## config.mk

```make
export PLATFORM = sky130hd
export DESIGN_NAME = cfc_monitor
export DESIGN_NICKNAME = d
export VERILOG_FILES = /design/src/rtl/cfc_pkg.sv /design/src/rtl/cfc_adj_table.sv /design/src/rtl/cfc_ret_stack.sv /design/src/rtl/cfc_judge.sv /design/src/rtl/cfc_monitor.sv
export SDC_FILE = /design/constraint.sdc
export NUM_CORES = 1
export LEC_CHECK = 0
export ABC_AREA = 0
export ABC_CLOCK_PERIOD_IN_PS = 7000
export CORE_ASPECT_RATIO = 0.75
export CORE_MARGIN = 2
export CORE_UTILIZATION = 60
export DETAILED_ROUTE_END_ITERATION = 12
export DONT_BUFFER_PORTS = 1
export PLACE_DENSITY = 0.76
export SYNTH_ARGS = -nofsm -noshare
export SYNTH_HDL_FRONTEND = slang
export SYNTH_SLANG_ARGS = --single-unit
```

## constraint.sdc

```tcl
create_clock -name clk_i -period 7 [get_ports clk_i]
set_clock_uncertainty 0.2 [all_clocks]
set_input_delay 2.1 -clock clk_i [delete_from_list [all_inputs] [get_ports clk_i]]
set_output_delay 2.1 -clock clk_i [all_outputs]
set_load 0.1 [all_outputs]
```

## src/rtl/cfc_pkg.sv

```systemverilog
package cfc_pkg;
  localparam int unsigned CFC_N_FUNC      = 8;
  localparam int unsigned CFC_STACK_DEPTH = 16;

  typedef enum logic {
    EV_RET  = 1'b0,
    EV_CALL = 1'b1
  } ev_kind_e;
endpackage

```

## src/rtl/cfc_adj_table.sv

```systemverilog
module cfc_adj_table #(
  parameter int unsigned N_FUNC = 8,
  localparam int unsigned FW = $clog2(N_FUNC)
) (
  input  logic              clk_i,
  input  logic              rst_ni,
  input  logic              we_i,
  input  logic              lock_i,
  input  logic [FW-1:0]     widx_i,
  input  logic [N_FUNC-1:0] wrow_i,
  input  logic [FW-1:0]     cur_i,
  input  logic [FW-1:0]     tgt_i,
  output logic              call_edge_o,
  output logic              ret_edge_o
);
  logic [N_FUNC-1:0] tbl_q [N_FUNC];

  for (genvar r = 0; r < N_FUNC; r++) begin : g_row
    always_ff @(posedge clk_i or negedge rst_ni) begin
      if (!rst_ni)                                 tbl_q[r] <= '0;
      else if (we_i && !lock_i && widx_i == FW'(r)) tbl_q[r] <= wrow_i;
    end
  end

  assign call_edge_o = tbl_q[cur_i][tgt_i];
  assign ret_edge_o  = tbl_q[tgt_i][cur_i];
endmodule

```

## src/rtl/cfc_ret_stack.sv

```systemverilog
module cfc_ret_stack #(
  parameter int unsigned DEPTH = 16,
  parameter int unsigned W     = 3,
  localparam int unsigned DW  = $clog2(DEPTH + 1),
  localparam int unsigned SPW = (DEPTH > 1) ? $clog2(DEPTH) : 1
) (
  input  logic          clk_i,
  input  logic          rst_ni,
  input  logic          push_i,
  input  logic          pop_i,
  input  logic [W-1:0]  din_i,
  output logic [W-1:0]  top_o,
  output logic          empty_o,
  output logic          full_o,
  output logic [DW-1:0] depth_o
);
  logic [W-1:0]  mem_q [DEPTH];
  logic [DW-1:0] depth_q;
  logic [SPW-1:0] wr_idx, top_idx;

  assign wr_idx  = SPW'(depth_q);
  assign top_idx = SPW'(depth_q - DW'(1));

  always_ff @(posedge clk_i or negedge rst_ni) begin
    if (!rst_ni) begin
      depth_q <= '0;
      for (int i = 0; i < DEPTH; i++) mem_q[i] <= '0;
    end else if (push_i) begin
      mem_q[wr_idx] <= din_i;
      depth_q       <= depth_q + DW'(1);
    end else if (pop_i) begin
      depth_q <= depth_q - DW'(1);
    end
  end

  assign top_o   = mem_q[top_idx];
  assign empty_o = (depth_q == '0);
  assign full_o  = (depth_q == DW'(DEPTH));
  assign depth_o = depth_q;
endmodule

```

## src/rtl/cfc_judge.sv

```systemverilog
module cfc_judge #(
  parameter int unsigned W = 3
) (
  input  logic         is_call_i,
  input  logic [W-1:0] tgt_i,
  input  logic         call_edge_i,
  input  logic         ret_edge_i,
  input  logic         full_i,
  input  logic         empty_i,
  input  logic [W-1:0] top_i,
  output logic         ok_o
);
  always_comb begin
    if (is_call_i) ok_o = call_edge_i && !full_i;
    else           ok_o = !empty_i && (top_i == tgt_i) && ret_edge_i;
  end
endmodule

```

## src/rtl/cfc_monitor.sv

```systemverilog
module cfc_monitor #(
  parameter int unsigned N_FUNC      = cfc_pkg::CFC_N_FUNC,
  parameter int unsigned STACK_DEPTH = cfc_pkg::CFC_STACK_DEPTH,
  localparam int unsigned FW = $clog2(N_FUNC),
  localparam int unsigned DW = $clog2(STACK_DEPTH + 1)
) (
  input  logic              clk_i,
  input  logic              rst_ni,
  input  logic              cfg_we_i,
  input  logic [FW-1:0]     cfg_idx_i,
  input  logic [N_FUNC-1:0] cfg_row_i,
  input  logic              cfg_done_i,
  input  logic              ev_valid_i,
  input  logic              ev_call_i,
  input  logic [FW-1:0]     ev_func_i,
  input  logic              clr_i,
  output logic              verdict_valid_o,
  output logic              verdict_ok_o,
  output logic              violation_o,
  output logic [FW-1:0]     cur_func_o,
  output logic [DW-1:0]     depth_o
);
  import cfc_pkg::*;

  logic [FW-1:0] cur_q, top;
  logic call_edge, ret_edge, full, empty, ok, accept, advance, viol_q;
  logic vld_q, ok_q;

  cfc_adj_table #(.N_FUNC(N_FUNC)) u_tbl (
    .clk_i, .rst_ni,
    .we_i(cfg_we_i), .lock_i(cfg_done_i),
    .widx_i(cfg_idx_i), .wrow_i(cfg_row_i),
    .cur_i(cur_q), .tgt_i(ev_func_i),
    .call_edge_o(call_edge), .ret_edge_o(ret_edge)
  );

  assign accept  = ev_valid_i && cfg_done_i;
  assign advance = accept && ok && !viol_q;

  cfc_ret_stack #(.DEPTH(STACK_DEPTH), .W(FW)) u_stk (
    .clk_i, .rst_ni,
    .push_i(advance && ev_call_i == EV_CALL),
    .pop_i(advance && ev_call_i == EV_RET),
    .din_i(cur_q), .top_o(top),
    .empty_o(empty), .full_o(full), .depth_o(depth_o)
  );

  cfc_judge #(.W(FW)) u_judge (
    .is_call_i(ev_call_i == EV_CALL), .tgt_i(ev_func_i),
    .call_edge_i(call_edge), .ret_edge_i(ret_edge),
    .full_i(full), .empty_i(empty), .top_i(top),
    .ok_o(ok)
  );

  always_ff @(posedge clk_i or negedge rst_ni) begin
    if (!rst_ni) begin
      cur_q  <= '0;
      viol_q <= 1'b0;
      vld_q  <= 1'b0;
      ok_q   <= 1'b0;
    end else begin
      vld_q  <= accept;
      ok_q   <= accept && ok;
      // a fresh failure outranks a clear in the same cycle
      viol_q <= (viol_q && !clr_i) || (accept && !ok);
      if (advance) cur_q <= ev_func_i;
    end
  end

  assign verdict_valid_o = vld_q;
  assign verdict_ok_o    = ok_q;
  assign violation_o     = viol_q;
  assign cur_func_o      = cur_q;
endmodule

```

* After elaboration in Yosys (flattened, before gate mapping)
Index checks and enable logic that the tools add are counted.
W data, S select, Z words.
** Storage, ports and cells
- Flip-flop bits (word level) :: 123
- Bits of input ports :: 21
- Output and inout bits :: 11
- Word-level logic and storage cells :: 101
** Cells by class
- Add/subtract/negate cells :: 2
- Magnitude comparators :: 7
- Equal/unequal tests :: 9
- Mux-type cells :: 19
- Bitwise operators :: 5
- Reduce and logical (&&, ||, !) cells :: 30
** Operators with widths (count)
- $bmux W8 S3 :: 2
- $bwmux W48 :: 1
- $mux W8 :: 4
- $logic_and A1 B1 Y1 :: 20
- $bmux W3 S4 :: 1
- $demux W3 S4 :: 1
- $eq A3 B3 Y1 const B :: 4
- $ge A5 B5 Y1 const B :: 2
- $mux W5 :: 2
- $not A4 Y5 :: 2
- $mux W3 :: 3
- $ge A4 B4 Y1 const B :: 2
- $lt A3 B4 Y1 const B :: 2
- $not A3 Y4 :: 2
- $bmux W1 S3 :: 2
- $eq A3 B2 Y1 const B :: 2
- $logic_not A1 Y1 :: 6
- $add A5 B1 Y5 const B :: 1
- $eq A5 B5 Y1 const B :: 1
- $logic_not A5 Y1 :: 1
- $lt A5 B1 Y1 const B :: 1
- $sub A5 B1 Y5 const B :: 1
- $eq A3 B1 Y1 const B :: 1
- $eq A3 B3 Y1 :: 1
- 5 further kinds :: 7

* Longest topological paths before layout
- Depth after elaboration :: 14
- Mapped depth :: 13
- Depth with buffers taken out :: 9

* Modules after synthesis
Synthesis repeated with hierarchy kept, for this count alone.
** Unflattened totals
- Cells, all modules :: 455
- Area total of the unflattened synthesis :: 6532.5 um^2
** Modules (own cells, without submodules)
- cfc_adj_table :: instances 1, cells an instance 233, area each 3595.9 um^2, sequential area each 1601.5 um^2
- cfc_ret_stack :: instances 1, cells an instance 197, area each 2625.0 um^2, sequential area each 1326.3 um^2
- cfc_monitor :: instances 1, cells an instance 18, area each 255.2 um^2, sequential area each 150.1 um^2
- cfc_judge :: instances 1, cells an instance 7, area each 56.3 um^2, sequential area each 0.0 um^2

* Worst setup path after synthesis
Ideal clock, no wire load.
- Path type :: register to register
- Start :: register u_stk.depth_q[0] (netlist: u_stk.depth_o[0])
- End :: register u_stk.mem_q[22] in the netlist's numbering
- Setup time :: 128 ps
- Arrival :: 4393 ps
- Required time :: 6672 ps
- Setup slack :: 2279 ps
- Cell stages (with the launch flop) :: 14
- Path buffers :: 4
- Clock period less this slack :: 4721 ps
- Cells stage by stage :: dfrtp_1 > buf_2 > buf_6 > inv_1 > ha_1 > clkbuf_1 > mux4_2 > mux4_2 > xnor2_1 > nand4_1 > o32ai_2 > buf_4 > and3_1 > mux2_1
** On the way
- Cells in the longest elaborated chain, start to end :: 12
- Elaborated cells on any way between the ends :: 24
- Classes of those cells :: add/sub: 1; order compare: 2; eq/ne: 2; mux: 7; bitwise: 2; reduce/logical: 10
** Ends and longest elaborated chain
- start, declared :: RTL line cfc_ret_stack.sv:18 : logic [DW-1:0] depth_q;
- start signal, assigned :: RTL line cfc_ret_stack.sv:30 : depth_q <= depth_q + DW'(1);
- start signal, assigned :: RTL line cfc_ret_stack.sv:32 : depth_q <= depth_q - DW'(1);
- $sub A5 B1 Y5
- named net u_stk.top_idx[0] :: RTL line cfc_ret_stack.sv:19 : logic [SPW-1:0] wr_idx, top_idx;
- $not A4 Y5 (not written as such) :: RTL line cfc_ret_stack.sv:36 : assign top_o = mem_q[top_idx];
- $bmux W3 S4 :: RTL line cfc_ret_stack.sv:36
- $mux W3 (not written as such) (2 in series) :: RTL line cfc_ret_stack.sv:36
- $eq A3 B3 Y1 :: RTL line cfc_judge.sv:15 : else ok_o = !empty_i && (top_i == tgt_i) && ret_edge_i;
- $logic_and A1 B1 Y1 (2 in series) :: RTL line cfc_judge.sv:15
- $mux W1 :: RTL line cfc_judge.sv:14 : if (is_call_i) ok_o = call_edge_i && !full_i;
- $logic_and A1 B1 Y1 (2 in series) :: RTL line cfc_monitor.sv:38 : assign advance = accept && ok && !viol_q;
- $logic_and A1 B1 Y1 :: RTL line cfc_monitor.sv:42 : .push_i(advance && ev_call_i == EV_CALL),
- end signal, assigned by index :: RTL line cfc_ret_stack.sv:29 : mem_q[wr_idx] <= din_i;
- end, declared :: RTL line cfc_ret_stack.sv:17 : logic [W-1:0] mem_q [DEPTH];
The timed path passes the listed nets, and every way through them passes these cells. The select of a mux whose other input is x is not followed.
A chain may end at the register's enable or synchronous reset.

* Final worst setup path
- Start :: register u_stk.depth_q[1] (netlist: u_stk.depth_o[1])
- End :: register cur_q[0] (netlist: cur_func_o[0])
** On the way
- Cells in the longest elaborated chain, start to end :: 11
- Elaborated cells on any way between the ends :: 16
- Classes of those cells :: add/sub: 1; eq/ne: 2; mux: 4; bitwise: 1; reduce/logical: 8
** Ends and longest elaborated chain
- $sub A5 B1 Y5
- $not A4 Y5 (not written as such) :: RTL line cfc_ret_stack.sv:36
- $bmux W3 S4 :: RTL line cfc_ret_stack.sv:36
- $mux W3 (not written as such) (2 in series) :: RTL line cfc_ret_stack.sv:36
- $eq A3 B3 Y1 :: RTL line cfc_judge.sv:15
- $logic_and A1 B1 Y1 (2 in series) :: RTL line cfc_judge.sv:15
- $mux W1 * :: RTL line cfc_judge.sv:14
- $logic_and A1 B1 Y1 * (2 in series) :: RTL line cfc_monitor.sv:38
- end signal, assigned :: RTL line cfc_monitor.sv:66 : if (advance) cur_q <= ev_func_i;
- end, declared :: RTL line cfc_monitor.sv:25 : logic [FW-1:0] cur_q, top;
Every way passes the cells marked *; elsewhere a longest branch is shown, timed or not. The select of a mux whose other input is x is not followed.

==> flow_summary.json <==
{
  "crit_required_ns": 7.09,
  "arrival_ns": 4.96,
  "pwr_density_cell_mw_per_mm2": 400,
  "cts_setup_buffers": 0,
  "syn-cell-area_mm2": 0.00640,
  "drive_gt1_frac": 0.393,
  "dp_cells": 554,
  "fmax_ghz": 0.205,
  "num_rows": 32,
  "syn-instance-count": 436,
  "outcome": "complete, no violations",
  "core-area_mm2": 0.0103,
  "hpwl_mm": 9.38,
  "cts_hold_buf": 0,
  "grt_start_max_net_pins": 124,
  "clock-sinks": 123,
  "grtUsageTotal": 0.279,
  "drtIter0Drc": 426,
  "cts-root-buf": "clkbuf_16",
  "fillers": 663,
  "min_path_type": "register to register",
  "leakagePower_nw": 3.12,
  "worstSetupPathType": "register to register",
  "worst_ir_drop_vdd_uv": 247,
  "die_area_mm2": 0.0115,
  "synth-edff-count": 0,
  "io_pins": 32,
  "clk_latency_ns": 0.41,
  "pwr-share-comb": 0.308,
  "p_seq_frac": 0.382,
  "grt-ovfl-total": 0,
  "die_w_um": 123,
  "cp_max_fo": 24,
  "async_flop_share": 1.00,
  "grt_pass1_vias": 4167,
  "period_share": 0.696,
  "drv_cap": 0,
  "finalWirelength_mm": 14.6,
  "cts_buffers": 17,
  "clk_pin_slew_worst_paths_ns": 0.05,
  "yosysTopAreaCell": "dfrtp_1",
  "cts_tree": "built",
  "start_kind": "register",
  "fin_total_pwr_mw": 2.84,
  "crit_path_end_kind": "register",
  "ant_nets": 0,
  "rsz0062_at_grt": "no",
  "synth_flop_cell": "dfrtp_1",
  "ys_ff_latch": 123,
  "gp_congestion": 0.872,
  "synth_top_cells_by_area": "dfrtp_1 48%, mux4_2 17%, mux2_2 14%, mux2_1 6.5%, nand3_2 1.4%",
  "setup-violations-final": 0,
  "io_buffers": 0,
  "sw_frac_of_total": 0.354,
  "maxSlewViolCount": 0,
  "synthDistinctLibCells": 39,
  "worst_pin_slew_ns": 1.15,
  "dr.pass1.iters": 5,
  "slew_headroom": 0.232,
  "clock_power_share": 0.310,
  "final_cells": 584,
  "yosys_warnings": 0,
  "finalHoldViolCount": 0,
  "synth_fp_nets": 462,
  "critical_path.max_stage_delay_ns": 1.06,
  "final_util": 0.688,
  "crit_top_cell": "mux4_2",
  "grt_first_pass_wirelength_mm": 23.4,
  "ys_seq_area_frac": 0.481,
  "p_int_mw": 1.84,
  "cts_buffer_depth": 2,
  "cts-htree-levels": 4,
  "num_vias": 3976,
  "setup_tns_ns": 0,
  "drc": 0,
  "die_h_um": 93.4,
  "initial_core_util": 0.619,
  "viasPerCell": 6.81,
  "synth_common_cells": "123 x dfrtp_1, 79 x mux2_2, 47 x mux4_2",
  "yosys.area.top_type_share": 0.481,
  "avgRoutedWirePerCell_um": 25.0,
  "fin_nets": 463,
  "power_switching_mw": 1.01,
  "crit_chain": "inv_1, ha_1, mux4_2, mux4_2, xnor2_1, nand4_1, o32ai_2, buf_4, and2_0, mux2_2",
  "finalCriticalPeriod_ns": 4.87,
  "area_growth_pct": 11.1,
  "synth.most_common_cell": "dfrtp_1",
  "antenna_cells": 0,
  "cts.repair.resized": 0,
  "slowest_stage": "dfrtp_1",
  "antenna_found_initial": 0,
  "avgSynthCellArea_um2": 14.7
}
## critical path, delay by kind of cell (launching register included)
family,cells,cell delay [ns]
adders and majority gates,1,0.79
buffers and inverters,2,0.58
DFF,1,1.06
AOI/OAI and AO/OA,1,0.21
xor gates and xnor gates,1,0.15
and+or+nand+nor,2,0.44
muxes,3,1.30
## layer usage
layer,global-route usage,vias to the layer above,share of wire
li1,-,1663,-
met1,0.410,2144,0.45
met2,0.399,151,0.46
met3,0.0762,18,0.078
met4,0.103,0,0.012
met5,0,-,0
## state kept, by name, indices dropped and copies added, names as in the netlist
register / flops
cur_func_o: 3
verdict_ok_o: 1
u_stk.depth_o: 5
u_stk.mem_q: 48
u_tbl.tbl_q: 64
violation_o: 1
verdict_valid_o: 1
## path summary, 6_finish.rpt
path / from / endpoint / slack [ns] / cells after the start
max: u_stk.depth_o[1]$_DFFE_PN0P_ / cur_func_o[0]$_DFFE_PN0N_ / 2.13 / 10
min: u_stk.mem_q[5]$_DFFE_PN0P_ / u_stk.mem_q[5]$_DFFE_PN0P_ / 0.29 / 1
max reg2reg: u_stk.depth_o[1]$_DFFE_PN0P_ / cur_func_o[0]$_DFFE_PN0N_ / 2.13 / 10
min reg2reg: u_stk.mem_q[5]$_DFFE_PN0P_ / u_stk.mem_q[5]$_DFFE_PN0P_ / 0.29 / 1
max in group asynchronous: rst_ni / u_tbl.tbl_q[32]$_DFFE_PN0P_ / 5.21 / 0
min in group asynchronous: rst_ni / u_tbl.tbl_q[59]$_DFFE_PN0P_ / 1.18 / 0
## cells in the final DEF (no fill, tap or decap), drive strengths merged
master / synthesis / layout
a31oi: 1 / 1
nand2: 12 / 12
o32ai: 1 / 1
bufinv: 0 / 3
mux2: 116 / 116
clkinvlp: 0 / 1
a221o: 1 / 1
o211ai: 1 / 1
clkbuf: 17 / 22
nand4: 1 / 1
mux4: 47 / 47
nor3: 6 / 6
nor2b: 4 / 4
and2: 3 / 3
nor4: 1 / 1
nand3b: 4 / 4
clkinv: 0 / 4
ha: 5 / 5
a41oi: 1 / 1
mux2i: 7 / 7
o22ai: 1 / 1
nand2b: 1 / 1
inv: 7 / 7
and3: 7 / 7
nand3: 15 / 15
dfrtp: 123 / 123
xnor2: 9 / 9
xor2: 1 / 1
a21oi: 5 / 5
o21ai: 4 / 4
a41o: 1 / 1
buf: 9 / 8
a22oi: 8 / 8
nor2: 11 / 11
nor3b: 6 / 6
## metrics by stage
stage,hold slack (ns),setup WS [ns],instance area [µm²]
2_1_floorplan,0.252,2.28,6400
3_3_place_gp,0.268,2.22,6510
3_5_place_dp,0.275,2.15,6510
4_1_cts,0.288,2.18,7100
5_1_grt,0.300,1.86,7100
6_report,0.286,2.13,7100
## cells by family (layout without fill, tap and decap cells)
kind of cell	Yosys count	count (layout)	synth area share
and+or+nand+nor	71	71	0.0653
DFF	123	123	0.481
adders and majority gates	5	5	0.00978
buffers and inverters	33	45	0.0229
xor gates and xnor gates	10	10	0.0137
muxes	170	170	0.381
AOI/OAI and AO/OA	24	24	0.0266
## layout make-up
cell class | count | area, µm² | share of cell area
clock inverters | 8 | 118 | 0.0166
repair buffers | 8 | 60.1 | 0.00845
well taps | 136 | 170 | 0.0240
inverters | 7 | 26.3 | 0.00370
multi-input cells | 280 | 3170 | 0.447
flip-flops and latches | 123 | 3080 | 0.434
clock buffers | 22 | 474 | 0.0667
## power groups by stage
stage          clock network, mW  logic, mW  registers (mW)
2_1_floorplan                  0      0.657            1.11
3_3_place_gp                   0      0.840            1.09
3_5_place_dp                   0      0.860            1.10
4_1_cts                    0.890      0.869            1.09
5_1_grt                    0.920      0.927            1.11
6_report                   0.881      0.875            1.09
Power figures use the tool's default switching activity.
